[src/rtl/rsEncPkg.sv]
package rsEncPkg;

  localparam int SYM_W    = 8;
  localparam int PAR_LEN  = 16;
  localparam logic [SYM_W:0] FIELD_POLY = 9'h11D;

  typedef logic [SYM_W-1:0] sym_t;

  // control strobes handed from the sequencer to the datapath
  typedef struct packed {
    logic loadByte;   // feed inData into the divider and forward it
    logic clearRem;   // treat remainder as zero for this byte
    logic markStart;  // byte is first of a codeword
    logic shiftPar;   // shift one check byte out
  } encStrobe_t;

  // generator coefficients, index i multiplies x^i (x^16 term is 1)
  localparam sym_t GEN_COEF [PAR_LEN] = '{
    8'd59,  8'd36,  8'd50,  8'd98,  8'd229, 8'd41, 8'd65,  8'd163,
    8'd8,   8'd30,  8'd209, 8'd68,  8'd189, 8'd104, 8'd13, 8'd59
  };

  function automatic sym_t gfMul(input sym_t opA, input sym_t opB);
    sym_t acc;
    sym_t run;
    acc = '0;
    run = opA;
    for (int i = 0; i < SYM_W; i++) begin
      if (opB[i]) acc = acc ^ run;
      run = run[SYM_W-1] ? ((run << 1) ^ FIELD_POLY[SYM_W-1:0]) : (run << 1);
    end
    return acc;
  endfunction

endpackage

[src/rtl/rsEncCtrl.sv]
module rsEncCtrl
  import rsEncPkg::*;
#(
  parameter int DATA_LEN = 188
) (
  input  logic       clk,
  input  logic       rstN,
  input  logic       inValid,
  input  logic       inStart,
  output logic       inReady,
  output encStrobe_t strobe
);

  localparam int CNT_W = $clog2(DATA_LEN);
  localparam int PC_W  = $clog2(PAR_LEN);
  localparam logic [CNT_W-1:0] LAST_DATA = CNT_W'(DATA_LEN - 1);
  localparam logic [PC_W-1:0]  LAST_PAR  = PC_W'(PAR_LEN - 1);

  typedef enum logic [1:0] {ST_IDLE, ST_DATA, ST_PARITY} encState_t;

  encState_t        state;
  logic [CNT_W-1:0] dataCnt;
  logic [PC_W-1:0]  parCnt;
  logic             accept;

  assign inReady = (state != ST_PARITY);
  assign accept  = inValid && inReady;

  always_comb begin
    strobe.loadByte  = accept && (inStart || state == ST_DATA);
    strobe.clearRem  = accept && inStart;
    strobe.markStart = accept && inStart;
    strobe.shiftPar  = (state == ST_PARITY);
  end

  always_ff @(posedge clk or negedge rstN) begin
    if (!rstN) begin
      state   <= ST_IDLE;
      dataCnt <= '0;
      parCnt  <= '0;
    end else begin
      case (state)
        ST_IDLE: begin
          if (accept && inStart) begin
            state   <= ST_DATA;
            dataCnt <= CNT_W'(1);
          end
        end
        ST_DATA: begin
          if (accept) begin
            if (inStart) begin
              dataCnt <= CNT_W'(1);
            end else if (dataCnt == LAST_DATA) begin
              state  <= ST_PARITY;
              parCnt <= '0;
            end else begin
              dataCnt <= dataCnt + CNT_W'(1);
            end
          end
        end
        ST_PARITY: begin
          parCnt <= parCnt + PC_W'(1);
          if (parCnt == LAST_PAR) state <= ST_IDLE;
        end
        default: state <= ST_IDLE;
      endcase
    end
  end


  stall_hold_chk: assert property (@(posedge clk) disable iff (!rstN)
    (state == ST_DATA && !inValid) |=> ($stable(dataCnt) && state == ST_DATA));


  parity_run_chk: assert property (@(posedge clk) disable iff (!rstN)
    (state == ST_PARITY && parCnt != LAST_PAR) |=> (state == ST_PARITY && !inReady));

endmodule

[src/rtl/rsEncDatapath.sv]
module rsEncDatapath
  import rsEncPkg::*;
(
  input  logic       clk,
  input  logic       rstN,
  input  encStrobe_t strobe,
  input  sym_t       inData,
  output logic       outValid,
  output logic       outStart,
  output logic       outParity,
  output sym_t       outData
);

  logic [PAR_LEN-1:0][SYM_W-1:0] rem;
  logic [PAR_LEN-1:0][SYM_W-1:0] remNext;
  sym_t feedback;

  assign feedback = inData ^ (strobe.clearRem ? '0 : rem[PAR_LEN-1]);

  for (genvar i = 0; i < PAR_LEN; i++) begin : g_tap
    if (i == 0) begin : g_low
      assign remNext[i] = strobe.shiftPar ? '0
                        : strobe.loadByte ? gfMul(feedback, GEN_COEF[i])
                        : rem[i];
    end else begin : g_up
      assign remNext[i] = strobe.shiftPar ? rem[i-1]
                        : strobe.loadByte ? ((strobe.clearRem ? '0 : rem[i-1])
                                             ^ gfMul(feedback, GEN_COEF[i]))
                        : rem[i];
    end
  end

  always_ff @(posedge clk or negedge rstN) begin
    if (!rstN) begin
      rem       <= '0;
      outValid  <= 1'b0;
      outStart  <= 1'b0;
      outParity <= 1'b0;
      outData   <= '0;
    end else begin
      rem       <= remNext;
      outValid  <= strobe.loadByte || strobe.shiftPar;
      outStart  <= strobe.markStart;
      outParity <= strobe.shiftPar;
      outData   <= strobe.shiftPar ? rem[PAR_LEN-1] : inData;
    end
  end


  parity_flag_chk: assert property (@(posedge clk) disable iff (!rstN)
    outParity |-> (outValid && !outStart));


  parity_drain_chk: assert property (@(posedge clk) disable iff (!rstN)
    $fell(outParity) |-> ($past(rem) == '0));

endmodule

[src/rtl/rsShortEncoder.sv]
module rsShortEncoder
  import rsEncPkg::*;
#(
  parameter int DATA_LEN = 188
) (
  input  logic       clk,
  input  logic       rstN,
  input  logic       inValid,
  input  logic       inStart,
  input  logic [7:0] inData,
  output logic       inReady,
  output logic       outValid,
  output logic       outStart,
  output logic       outParity,
  output logic [7:0] outData
);

  encStrobe_t strobe;

  rsEncCtrl #(.DATA_LEN(DATA_LEN)) u_ctrl (
    .clk     (clk),
    .rstN    (rstN),
    .inValid (inValid),
    .inStart (inStart),
    .inReady (inReady),
    .strobe  (strobe)
  );

  rsEncDatapath u_dp (
    .clk       (clk),
    .rstN      (rstN),
    .strobe    (strobe),
    .inData    (inData),
    .outValid  (outValid),
    .outStart  (outStart),
    .outParity (outParity),
    .outData   (outData)
  );


  start_pass_chk: assert property (@(posedge clk) disable iff (!rstN)
    (inValid && inReady && inStart) |=> (outValid && outStart && outData == $past(inData)));


  idle_quiet_chk: assert property (@(posedge clk) disable iff (!rstN)
    (!inValid && inReady) |=> !outValid);

endmodule

[config.mk]
export PLATFORM = sky130hd
export DESIGN_NAME = rsShortEncoder
export DESIGN_NICKNAME = d
export VERILOG_FILES = /design/src/rtl/rsEncPkg.sv /design/src/rtl/rsEncCtrl.sv /design/src/rtl/rsEncDatapath.sv /design/src/rtl/rsShortEncoder.sv
export SDC_FILE = /design/constraint.sdc
export NUM_CORES = 1
export LEC_CHECK = 0
export ABC_AREA = 1
export ABC_CLOCK_PERIOD_IN_PS = 2100
export BUFFER_PORTS_ARGS = -buffer_cell sky130_fd_sc_hd__buf_2
export CAP_MARGIN = 20
export CORE_AREA = 4 4 151 153
export CTS_BUF_LIST = sky130_fd_sc_hd__clkbuf_4 sky130_fd_sc_hd__clkbuf_8
export CTS_CLUSTER_DIAMETER = 40
export DETAILED_ROUTE_END_ITERATION = 6
export DIE_AREA = 0 0 155 157
export GPL_TIMING_DRIVEN = 1
export SYNTH_ARGS = -nofsm -noshare
export SYNTH_HDL_FRONTEND = slang
export SYNTH_SLANG_ARGS = --single-unit
[constraint.sdc]
create_clock -name clk -period 2.1 [get_ports clk]
set_input_delay 0.42 -clock clk [delete_from_list [all_inputs] [get_ports clk]]
set_output_delay 0.42 -clock clk [all_outputs]
set_load 0.01 [all_outputs]
# Yosys cells after proc, flatten, opt, wreduce, memory -nomap -nowiden
# Cells that the tools add are included.
# classes
addsub,2
n_eq_ne,11
muxes,71
bitwise_logic,54
n_reduce_logical,12
# ops
op,n
$mux 8,53
$xor 8x8->8,47
$mux 5,7
$not 4->4,7
$pmux 8 s2,1
$mux 4,3
$mux 2,5
$add 8x1->8 const B,1
$eq 8x8->1 const B,1
$ne 2x2->1 const B,4
$pmux 4 s2,1
$reduce_and 4->1,2
$pmux 2 s3,1
$reduce_bool 2->1,3
$reduce_and 5->1,1
$add 4x1->4 const B,1
$eq 4x4->1 const B,1
$ne 2x1->1 const B,2
$logic_and 1x1->1,3
$ne 3x3->1 const B,1
$eq 2x1->1 const B,1
$eq 2x2->1 const B,1
$logic_not 2->1,1
$logic_or 1x1->1,2
# totals
reg_bits,153

# Depth between registers and ports, before layout
# Gate-level depths: netlist of run 1.
# depth
word_depth,23
depth_mapped,22
depth_no_buf,20

# By module
# From an unflattened synthesis of run 1, not the netlist that was laid out.
# unflattened
cells_unflattened,1345
hier_area_um2,9860.7
# modules_own_cells
module,n_inst,cells_per_inst,area_per_inst_um2,seq_area_each_um2
rsEncDatapath,1,1221,8966.1,3478.3
rsEncCtrl,1,124,894.6,350.3

# Least setup slack after synthesis of run 1
# No wires, ideal clock.
# synth_timing
path_type,in2reg
startpoint,in inStart
endpoint,reg u_dp.rem[109] (netlist bit)
setup_time_ns,0.131
arrival_ns,2.234
t_required_ns,1.969
slack_ns,-0.266
stages,18
path_buffers,2
path_cell_list,nand2_4 -> inv_8 -> nand2_4 -> buf_6 -> nand3_1 -> nand2_1 -> buf_4 -> nand2_1 -> nand2_4 -> xor2_2 -> nand2_1 -> nand2_1 -> inv_1 -> nand2_1 -> nand3_2 -> or2_1 -> nand3_1 -> o21ai_1
# synth_via
elab_chain_cells,15
# synth_rtl
item,line_no,rtl
"start, declared",rsShortEncoder.sv:9,"input logic inStart,"
$logic_and 1x1->1,rsEncCtrl.sv:31,strobe.clearRem = accept && inStart;
$mux 8,rsEncDatapath.sv:18,assign feedback = inData ^ (strobe.clearRem ? '0 : rem[PAR_LEN-1]);
$xor 8x8->8,rsEncDatapath.sv:18,
$mux 5,rsEncPkg.sv:30,run = run[SYM_W-1] ? ((run << 1) ^ FIELD_POLY[SYM_W-1:0]) : (run << 1);
$not 4->4 (no line) / $mux 5 (equally long branches),--,
$mux 5 / $not 4->4 (equally long branches),--,
$not 4->4 (no line) / $mux 5 (equally long branches),--,
$mux 5 / $not 4->4 (equally long branches),--,
$not 4->4 (no line) / $mux 5 (equally long branches),--,
$mux 5 / $not 4->4 (equally long branches),--,
$xor 8x8->8 / $mux 5 (equally long branches),"rsEncPkg.sv:29, rsEncPkg.sv:30",
$xor 8x8->8,rsEncPkg.sv:29,if (opB[i]) acc = acc ^ run;
$xor 8x8->8,rsEncDatapath.sv:28,"^ gfMul(feedback, GEN_COEF[i]))"
$mux 8,rsEncDatapath.sv:27,: strobe.loadByte ? ((strobe.clearRem ? '0 : rem[i-1])
$mux 8,rsEncDatapath.sv:26,assign remNext[i] = strobe.shiftPar ? rem[i-1]
"end signal, assigned",rsEncDatapath.sv:41,rem <= remNext;
"end, declared",rsEncDatapath.sv:14,logic [PAR_LEN-1:0][SYM_W-1:0] rem;
# Several ways; a longest one is shown, not always the timed one. The select of a mux whose other input is x is not followed.
# A chain may end at the register's enable or synchronous reset.

# Worst setup path after layout of run 1
# layout_timing
startpoint,reg u_ctrl.state[1]
endpoint,reg u_dp.rem[84] (netlist bit)
# layout_via
elab_chain_cells,18
# layout_rtl
item,line_no,rtl
"start, declared",rsEncCtrl.sv:21,encState_t state;
"start signal, assigned",rsEncCtrl.sv:38,state <= ST_IDLE;
"start signal, assigned",rsEncCtrl.sv:45,state <= ST_DATA;
"start signal, assigned",rsEncCtrl.sv:54,state <= ST_PARITY;
$ne 2x2->1,rsEncCtrl.sv:26,assign inReady = (state != ST_PARITY);
$logic_and 1x1->1,rsEncCtrl.sv:27,assign accept = inValid && inReady;
$logic_and 1x1->1,rsEncCtrl.sv:31,
$mux 8,rsEncDatapath.sv:18,
$xor 8x8->8,rsEncDatapath.sv:18,
$mux 5,rsEncPkg.sv:30,
$not 4->4 (no line) / $mux 5 (equally long branches),--,
$mux 5 / $not 4->4 (equally long branches),--,
$not 4->4 (no line) / $mux 5 (equally long branches),--,
$mux 5 / $not 4->4 (equally long branches),--,
$not 4->4 (no line) / $mux 5 (equally long branches),--,
$mux 5 / $not 4->4 (equally long branches),--,
$xor 8x8->8 / $mux 5 (equally long branches),"rsEncPkg.sv:29, rsEncPkg.sv:30",
$xor 8x8->8 (2 in a row),rsEncPkg.sv:29,
$xor 8x8->8,rsEncDatapath.sv:28,
$mux 8,rsEncDatapath.sv:27,
$mux 8,rsEncDatapath.sv:26,
# Several ways; a longest one is shown, not always the timed one. The select of a mux whose other input is x is not followed.

==> reports/qor.yml, run 1 <==
setup_path:
  cpMostUsedCell: "nand2_2"
  reg2regPathDepth: 20
  critPathRequiredTime_ns: 2.51
  r2r-end: "u_dp.rem[84]"
  path_max_fanout: 8
  r2r_slack_ns: -0.44
  cp_slowest_stage_delay_ns: 0.42
  critPathSlowestCell: "dfrtp_1"
  end_kind: "register"
  crit_arrival_ns: 2.96
  path_class: "reg2reg"
  cp-start-kind: "register"
  critPathLaunch: "u_ctrl.state[1]"
  reg2reg_from: "u_ctrl.state[1]"
  crit_end: "u_dp.rem[84]"
  path_cells: "nand2_4 -> nand2_8 -> buf_12 -> nand2_4 -> nand2_2 -> nand2_4 -> nand2_2 -> nand2_4 -> nand2_1 -> nand2_2 -> nand2_1 -> nand2_2 -> nand2_1 -> nand2_2 -> inv_2 -> nand2_2 -> nand3_2 -> nand2_1 -> nand2_1 -> o21ai_1"
floorplanning:
  rows: 54
  die_w_um: 155
  io_pins: 24
  die_h_um: 157
  start_util: 0.4636
  core_area_mm2: 0.02155
  dieArea_mm2: 0.02434
place:
  pre_cts_ws_ns: -0.7407
  io_buffers: 23
  dpl.hpwl_um: 24130
  gp_congestion: 0.9853
sta:
  finalSetupViolCount: 115
  drv_slew: 0
  slew_headroom: 0.6160
  max_freq_mhz: 393.2
  rsz0062_at_grt: "yes"
  worst_slack_ns: -0.4434
  tightest_slew_ns: 0.5761
  hold_viol: 0
  layout_worst_path_cycle_share: 1.211
  min_period_ns: 2.543
  fin_skew_ns: 0.01945
global_route:
  grt_usage: 0.2847
  grt_max_degree: 60
  grt_overflow: 0
  grt_pass1_vias: 10080
  grt_pass1_wl_um: 54730
  antenna_found_initial: 0
routing:
  drtAntennaViolNets: 0
  first_pass_iters: 7
  drt_iter0_markers: 978
  via_per_inst: 5.703
  drt_wl_total_um: 37940
  vias: 10920
  wire_per_inst_um: 19.82
  remaining_drc_errors: 12
finish:
  drive_gt1_frac: 0.4094
  area.growth.synth_to_final_pct: 53.81
  final_common_cell: "nand2_1"
  seq_area_mm2: 0.003829
  nNetsFinal: 1638
  final_util: 0.7131
  layout_common_cells: "nand2_1 (253), buf_4 (175), dfrtp_1 (153), inv_1 (111), nand3_1 (88)"
  nFillCells: 1594
  multi_input_area_mm2: 0.007480
  antennaDiodeCount: 0
status:
  status: "finished with violations"
  violations: "DRC, setup timing"
logic_synthesis:
  synthesis.area_mm2: 0.009992
  ys.flop_type: "dfrtp_1"
  ys_seq_elements: 153
  netlist_instances: 1395
  synth-seq-area-share: 0.3832
  synthesis.area_per_instance_um2: 7.163
  synth_nets: 1409
  ys_types: 42
  yosys_warnings: 0
  synth_edf_count: 0
  async_reset_ff_frac: 1.000
clock_network:
  numCtsBuffers: 17
  clkTransAtPathRegs_ns: 0.09
  h-tree-depth: 4
  max-clock-path-buffers: 2
  clk_latency_ns: 0.48
  cts_tree: "built"
  cts.sinks: 153
  cts_root_buf: "clkbuf_8"
run:
  maxCapViolCount: 0
hold_path:
  hold_class: "in2reg"
==> critical path, delay by kind of cell (launching register included) <==
kind	cells	cell delay [ns]
AO/OA/AOI/OAI	1	0.11
buffers and inverters	2	0.23
flip-flops	1	0.42
AND/OR/NAND/NOR	17	1.71
==> routing by layer <==
layer | share of wire | GRT usage | vias to the layer above
met3 | 0.063 | 0.03877 | 102
met5 | 0 | 0 | -
li1 | - | - | 5019
met1 | 0.42 | 0.3972 | 5326
met4 | 0.037 | 0.08621 | 0
met2 | 0.48 | 0.4645 | 469
==> Yosys cell counts (3+ instances only) <==
| cell | instances | area, um^2 |
|---|---|---|
| a21oi_1 | 46 | 230.2 |
| a22o_1 | 3 | 26.28 |
| a31o_2 | 3 | 26.28 |
| buf_1 | 9 | 33.78 |
| buf_2 | 12 | 60.06 |
| buf_4 | 5 | 37.54 |
| buf_6 | 3 | 33.78 |
| clkbuf_1 | 42 | 157.7 |
| dfrtp_1 | 153 | 3829 |
| inv_1 | 130 | 488.0 |
| inv_2 | 4 | 15.01 |
| nand2_1 | 363 | 1363 |
| nand2_2 | 25 | 156.4 |
| nand2_4 | 12 | 135.1 |
| nand3_1 | 130 | 650.6 |
| nand3_2 | 3 | 30.03 |
| nand4_1 | 18 | 112.6 |
| nor2_1 | 89 | 334.1 |
| nor3_1 | 15 | 75.07 |
| nor3b_1 | 4 | 30.03 |
| nor4_1 | 8 | 50.05 |
| o21ai_0 | 148 | 740.7 |
| o21ai_1 | 21 | 105.1 |
| o22ai_1 | 48 | 300.3 |
| or2_2 | 6 | 37.54 |
| xnor2_1 | 18 | 157.7 |
| xor2_1 | 51 | 446.7 |
| xor2_2 | 6 | 97.59 |
| xor2_4 | 3 | 82.58 |
==> registers in the layout, indices dropped and copies added, names as in the netlist <==
register and count:
u_dp.rem 128, u_ctrl.dataCnt 8, u_dp.outData 8, u_ctrl.parCnt 4
u_ctrl.state 2, u_dp.outParity 1, u_dp.outStart 1, u_dp.outValid 1
==> cells by family after synthesis <==
| family | Yosys count | share of synthesized area |
|---|---|---|
| mux | 2 | 0.002004 |
| xor+xnor | 78 | 0.07851 |
| simple gates | 677 | 0.3015 |
| buf+inv | 207 | 0.08415 |
| compound gates | 276 | 0.1481 |
| fa+ha+maj | 2 | 0.002504 |
| flops | 153 | 0.3832 |
==> cell type report <==
class                   instances  share of cell area
multi-input cells            1037              0.4867
flip-flops and latches        153              0.2491
repair buffers                279              0.1762
inverters                     136             0.03582
well taps                     280             0.02280
clock buffers                  19             0.01702
clock inverters                10             0.01237
==> worst min-delay path by stage <==
stage,start,endpoint,cells past startpoint
after CTS,inData[6],u_dp.outData[6],3
final,inData[6],u_dp.outData[6],3
after detailed placement,rstN,u_dp.rem[17],1
after global placement,rstN,u_dp.outParity,1
after global routing,inData[4],u_dp.outData[4],3
after floorplan,rstN,u_ctrl.dataCnt[0],0
==> repair_timing <==
item | in CTS | in global routing
pin swaps | 55 | 99
cloned | 2 | 6
endpoints found under the hold margin | 37 | 0
endpoints found under the setup margin | 129 | 132
setup buffers | 32 | 38
gates resized for setup | 197 | 334
hold buffers | 1 | 0
==> per-stage QoR <==
| step | TNS (ns) | cells | hold slack, ns | instance area [um^2] |
|---|---|---|---|---|
| after global placement | -51.28 | 1810 | 0.3592 | 12020 |
| after global routing | -41.79 | 1914 | 0.2219 | 15370 |
| after detailed placement | -56.13 | 1810 | 0.3623 | 12020 |
| after CTS | -21.36 | 1871 | 0.1883 | 13500 |
| after floorplan | -3.529 | 1395 | 0.1244 | 10320 |
| final | -28.16 | 1914 | 0.1973 | 15370 |
Power of run 1 is left out: the tool's default activity adds up to more than one toggle a clock period on the data nets, which glitch-free logic cannot reach.
==> run 2: changes to the inputs <==
--- a/config.mk
+++ b/config.mk
@@ -9,12 +9,13 @@
 export ABC_CLOCK_PERIOD_IN_PS = 2100
 export BUFFER_PORTS_ARGS = -buffer_cell sky130_fd_sc_hd__buf_2
 export CAP_MARGIN = 20
-export CORE_AREA = 4 4 151 153
+export CORE_AREA = 4 4 147 149
 export CTS_BUF_LIST = sky130_fd_sc_hd__clkbuf_4 sky130_fd_sc_hd__clkbuf_8
 export CTS_CLUSTER_DIAMETER = 40
 export DETAILED_ROUTE_END_ITERATION = 6
-export DIE_AREA = 0 0 155 157
+export DIE_AREA = 0 0 151 153
 export GPL_TIMING_DRIVEN = 1
+export PLACE_DENSITY = 0.68
 export SYNTH_ARGS = -nofsm -noshare
 export SYNTH_HDL_FRONTEND = slang
 export SYNTH_SLANG_ARGS = --single-unit
==> reports/qor.yml, run 2 (synthesis results as in run 1) <==
status:
  status: "finished with violations"
  violations: "DRC, setup timing"
floorplanning:
  core_area_mm2: 0.02017  # -6.4%
  die_h_um: 153  # -2.5%
  io_pins: 24  # unchanged
  rows: 52  # -3.7%
  start_util: 0.4954  # +0.03181
  dieArea_mm2: 0.02310  # -5.1%
  die_w_um: 151  # -2.6%
global_route:
  antenna_found_initial: 0  # unchanged
  grt_pass1_wl_um: 60170  # +9.9%
  grt_pass1_vias: 10950  # +8.7%
  grt_max_degree: 51  # -15%
  grt_overflow: 0  # unchanged
  grt_usage: 0.3355  # +0.05086
setup_path:
  crit_end: "u_dp.rem[87]"
  path_max_fanout: 8  # unchanged
  critPathLaunch: "u_ctrl.state[0]"
  path_class: "reg2reg"
  cp-start-kind: "register"
  reg2reg_from: "u_ctrl.state[0]"
  r2r-end: "u_dp.rem[87]"
  end_kind: "register"
  cp_slowest_stage_delay_ns: 0.40  # -0.02 ns
  critPathSlowestCell: "dfrtp_1"
  critPathRequiredTime_ns: 2.48  # -0.03 ns
  crit_arrival_ns: 3.03  # +0.07 ns
  r2r_slack_ns: -0.55  # -0.10 ns
  reg2regPathDepth: 19  # -5.0%
  path_cells: "inv_2 -> nand2_4 -> nand2_8 -> buf_12 -> buf_6 -> nand3_4 -> nand2_8 -> buf_8 -> nand2_2 -> nand2_4 -> buf_4 -> nand3_1 -> nand2_2 -> inv_1 -> buf_4 -> nand2_1 -> nand2_1 -> nor2_2 -> o21ai_1"
routing:
  via_per_inst: 6.186  # +8.5%
  drtAntennaViolNets: 0  # unchanged
  drt_iter0_markers: 1489  # +52%
  drt_wl_total_um: 44090  # +16%
  first_pass_iters: 7  # unchanged
  wire_per_inst_um: 22.74  # +15%
  vias: 12000  # +9.9%
  remaining_drc_errors: 1  # -11
place:
  io_buffers: 23  # unchanged
  dpl.hpwl_um: 24710  # +2.4%
  pre_cts_ws_ns: -0.6119  # +0.1289 ns
  gp_congestion: 1.000  # +1.5%
sta:
  worst_slack_ns: -0.5478  # -0.1043 ns
  hold_viol: 0  # unchanged
  min_period_ns: 2.648  # +0.1043 ns
  whs_ns: 0.2027  # +0.005475 ns
  finalSetupViolCount: 126  # +9.6%
  max_freq_mhz: 377.7  # -3.9%
  layout_worst_path_cycle_share: 1.261  # +0.04968
  slew_headroom: 0.5961  # -0.01984
  fin_skew_ns: 0.01856  # -0.0008954 ns
  drv_slew: 0  # unchanged
  tightest_slew_ns: 0.6058  # +0.02976 ns
  rsz0062_at_grt: "yes"
hold_path:
  worstHoldStart: "inData[1]"
  hold_class: "in2reg"
finish:
  top_register: "u_dp.rem"
  drive_gt1_frac: 0.4374  # +0.02796
  final_common_cell: "nand2_1"
  area.growth.synth_to_final_pct: 57.76
  nNetsFinal: 1670  # +2.0%
  reg_top3: "u_dp.rem x128, u_ctrl.dataCnt x8, u_dp.outData x8"
  largest_reg_flops: 128  # unchanged
  layout_common_cells: "nand2_1 (247), buf_4 (192), dfrtp_1 (153), inv_1 (108), o21ai_1 (86)"
  antennaDiodeCount: 0  # unchanged
clock_network:
  clkTransAtPathRegs_ns: 0.10  # about the same
  cts_tree: "built"
  max-clock-path-buffers: 2  # unchanged
  clk_latency_ns: 0.50  # +0.02 ns
  h-tree-depth: 4  # unchanged
  numCtsBuffers: 17  # unchanged
  cts_root_buf: "clkbuf_8"
  cts.sinks: 153  # unchanged
run:
  maxCapViolCount: 0  # unchanged
==> run 2: cell count changes in the layout (fill, tap and decap cells not counted), sizes merged <==
cell and change:
buf +34, inv +9, clkbuf -7, bufinv -4, bufbuf +3, clkinv -1
clkinvlp +1
==> run 2: final cells by class <==
class                   instances  area [um^2]
multi-input cells            1037         7656
fillers                      1204         4405
flip-flops and latches        153         3829
repair buffers                311         2995
inverters                     136        535.5
well taps                     270        337.8
clock buffers                  17        234.0
clock inverters                15        176.4
==> run 2: worst min-delay path by stage <==
stage / cells past startpoint / end
after global placement: 1 / u_dp.outData[3]
after global routing: 3 / u_dp.outData[1]
after CTS: 3 / u_dp.outData[1]
final: 3 / u_dp.outData[1]
after floorplan: 0 / u_ctrl.dataCnt[0]
after detailed placement: 1 / u_dp.outData[3]
==> run 2: repair_timing <==
action,in CTS,in global routing
setup buffers,53,26
hold buffers,1,0
hold endpoints to repair,45,0
gates cloned,5,1
gates resized for setup,377,238
pin swaps,126,112
setup endpoints to repair,131,129
==> run 2: critical path: cells and delay by family (launching register included) <==
| kind | cells | cell delay (ns) |
|---|---|---|
| flops | 1 | 0.40 |
| buf+inv | 7 | 0.86 |
| simple gates | 11 | 1.19 |
| compound gates | 1 | 0.07 |
==> run 2: through the flow <==
stage	util	instance area (um^2)	instances	setup TNS, ns
finish	0.7816	15760	1939	-30.70
global route	0.7816	15760	1939	-44.66
CTS	0.7269	14660	1915	-19.61
detailed placement	0.6065	12230	1830	-52.45
global placement	0.6065	12230	1830	-47.16
floorplan	-	10320	1395	-3.529
==> run 2: per-layer routing <==
metal	routed length, um	GRT usage
met1	15740	0.4349
met2	19820	0.5276
met3	4841	0.07670
met4	3683	0.1641
met5	0	0
Power of run 2 is left out for the same reason.
==> run 3: changes to the inputs <==
--- a/config.mk
+++ b/config.mk
@@ -9,13 +9,13 @@
 export ABC_CLOCK_PERIOD_IN_PS = 2100
 export BUFFER_PORTS_ARGS = -buffer_cell sky130_fd_sc_hd__buf_2
 export CAP_MARGIN = 20
-export CORE_AREA = 4 4 147 149
+export CORE_AREA = 4 4 150 152
 export CTS_BUF_LIST = sky130_fd_sc_hd__clkbuf_4 sky130_fd_sc_hd__clkbuf_8
 export CTS_CLUSTER_DIAMETER = 40
 export DETAILED_ROUTE_END_ITERATION = 6
-export DIE_AREA = 0 0 151 153
+export DIE_AREA = 0 0 154 156
 export GPL_TIMING_DRIVEN = 1
-export PLACE_DENSITY = 0.68
+export PLACE_DENSITY = 0.65
 export SYNTH_ARGS = -nofsm -noshare
 export SYNTH_HDL_FRONTEND = slang
 export SYNTH_SLANG_ARGS = --single-unit
==> reports/qor.yml, run 3 (synthesis results as in run 1) <==
setup_path:
  cp_slowest_stage_delay_ns: 0.40  # about the same
  cpMostUsedCell: "nand2_1"
  end_kind: "register"
  path_cells: "inv_2 -> nand2_4 -> nand2_8 -> buf_16 -> nand2_1 -> nand2_1 -> nand2_2 -> nand2_1 -> nand2_4 -> buf_6 -> buf_12 -> xnor2_4 -> xor2_1 -> nor2_2 -> nand3_1 -> nand2_1 -> o22ai_1"
  critPathSlowestCell: "dfrtp_1"
  cp_num_buf_inv: 4  # -3
  critPathRequiredTime_ns: 2.50  # +0.02 ns
  critical_path.top_delay_family: "simple AND/OR/NAND/NOR gates"
  cp-start-kind: "register"
  path_max_fanout: 10  # +2
  path_class: "reg2reg"
  crit_arrival_ns: 3.00  # -0.03 ns
finish:
  drive_gt1_frac: 0.4128  # -0.02454
  layout_common_cells: "nand2_1 (248), buf_4 (179), dfrtp_1 (153), inv_1 (111), nand3_1 (89)"
  nNetsFinal: 1636  # -2.0%
  final_util: 0.7235  # -0.05805
  area.growth.synth_to_final_pct: 52.22
  antennaDiodeCount: 0  # unchanged
  largest_reg_flops: 128  # unchanged
  reg_top3: "u_dp.rem x128, u_ctrl.dataCnt x8, u_dp.outData x8"
  nFillCells: 1396  # +16%
  top_register: "u_dp.rem"
  final_common_cell: "nand2_1"
  stdcell_area_mm2: 0.01521  # -3.5%
place:
  gp_congestion: 0.9884  # -1.2%
  place_area_mm2: 0.01219  # -0.32%
  dpl.hpwl_um: 24050  # -2.7%
  io_buffers: 23  # unchanged
status:
  status: "finished with violations"
  violations: "DRC, setup timing"
routing:
  dr_wl_met2_um: 18390  # -7.3%
  remaining_drc_errors: 3  # +2
  top_layer: "met4"
  vias: 11210  # -6.5%
  drtAntennaViolNets: 0  # unchanged
  route.met3.wl_um: 3204  # -34%
  met1Wirelength_um: 15390  # -2.2%
  first_pass_iters: 7  # unchanged
  wire_per_inst_um: 20.65  # -9.2%
  drt_wl_total_um: 39440  # -11%
  via_per_inst: 5.869  # -5.1%
  drt_iter0_markers: 1097  # -26%
sta:
  rsz0062_at_grt: "yes"
  whs_ns: 0.1910  # -0.01172 ns
  slew_headroom: 0.6459  # +0.04978
  layout_worst_path_cycle_share: 1.236  # -0.02510
  worst_slack_ns: -0.4951  # +0.05271 ns
  max_freq_mhz: 385.3  # +2.0%
  drv_slew: 0  # unchanged
  tightest_slew_ns: 0.5312  # -0.07466 ns
  fin_skew_ns: 0.02224  # +0.003684 ns
  min_period_ns: 2.595  # -0.05271 ns
  finalSetupViolCount: 122  # -3.2%
  hold_viol: 0  # unchanged
clock_network:
  numCtsBuffers: 17  # unchanged
  cts_root_buf: "clkbuf_8"
  max-clock-path-buffers: 2  # unchanged
  clk_latency_ns: 0.50  # about the same
  h-tree-depth: 4  # unchanged
  cts.sinks: 153  # unchanged
  cts_tree: "built"
  clkTransAtPathRegs_ns: 0.11  # about the same
floorplanning:
  core_area_mm2: 0.02102  # +4.2%
  die_h_um: 156  # +2.0%
  start_util: 0.4753  # -0.02008
  die_w_um: 154  # +2.0%
  rows: 53  # +1.9%
  io_pins: 24  # unchanged
  dieArea_mm2: 0.02402  # +4.0%
hold_path:
  hold_class: "in2reg"
run:
  maxCapViolCount: 0  # unchanged
global_route:
  antenna_found_initial: 0  # unchanged
  grt_pass1_wl_um: 54110  # -10%
  grt_usage: 0.2840  # -0.05150
  grt_max_degree: 64  # +25%
  grt_pass1_vias: 10100  # -7.8%
  grt_overflow: 0  # unchanged
## run 3: cell types whose count changed in the layout (fill, tap and decap cells not counted), sizes merged
cell | before | now
bufbuf | 3 | 0
clkinvlp | 1 | 2
clkbuf | 18 | 20
inv | 147 | 141
clkinv | 2 | 6
nand2 | 403 | 401
buf | 306 | 276
## run 3: layer usage
layer,global-route usage,vias to the layer above
met5,0,-
met4,0.1194,0
met3,0.04910,207
met2,0.4565,640
met1,0.3816,5356
li1,-,5007
## run 3: path summary, 6_finish.rpt
check,start,end,slack [ns],depth (start not counted)
setup / recovery,u_ctrl.state[0],u_dp.rem[127],-0.50,17
hold / removal,inData[6],u_dp.outData[6],0.19,3
setup reg to reg,u_ctrl.state[0],u_dp.rem[127],-0.50,17
hold reg to reg,u_dp.rem[92],u_dp.rem[92],0.49,2
max in group asynchronous,rstN,u_dp.rem[110],1.02,3
min in group asynchronous,rstN,u_dp.rem[123],0.42,2
## run 3: repair_timing
| action | 4_1_cts | 5_1_grt |
|---|---|---|
| pin swaps | 53 | 126 |
| buffers inserted | 23 | 34 |
| setup endpoints to repair | 119 | 125 |
| hold endpoints to repair | 43 | 0 |
| resized for setup | 175 | 341 |
| cloned | 1 | 2 |
| hold buffers | 1 | 0 |
## run 3: final cells by class
class	instances	area [um^2]	share of cell area
sequential	153	3829	0.2517
clock buffer	18	247.7	0.01629
inverter	136	533.0	0.03504
tap	275	344.1	0.02262
multi-input combinational	1035	7542	0.4959
timing repair buffer	279	2574	0.1692
clock inverter	14	140.1	0.009214
## run 3: through the flow
step,TNS [ns],cells,setup WS [ns]
global placement,-47.93,1824,-0.6430
CTS,-22.34,1881,-0.3263
detailed placement,-52.73,1824,-0.6858
global route,-45.63,1910,-0.6259
floorplan,-3.529,1395,-0.1463
finish,-32.75,1910,-0.4951
## run 3: worst reg2reg max path, cell delays in order (launching register included)
cell and delay (ns):
dfrtp_1 0.40, inv_2 0.08, nand2_4 0.07, nand2_8 0.13, buf_16 0.15, nand2_1 0.09, nand2_1 0.10, nand2_2 0.11
nand2_1 0.15, nand2_4 0.10, buf_6 0.14, buf_12 0.14, xnor2_4 0.18, xor2_1 0.20, nor2_2 0.08, nand3_1 0.09
nand2_1 0.09, o22ai_1 0.21
Power of run 3 is left out for the same reason.
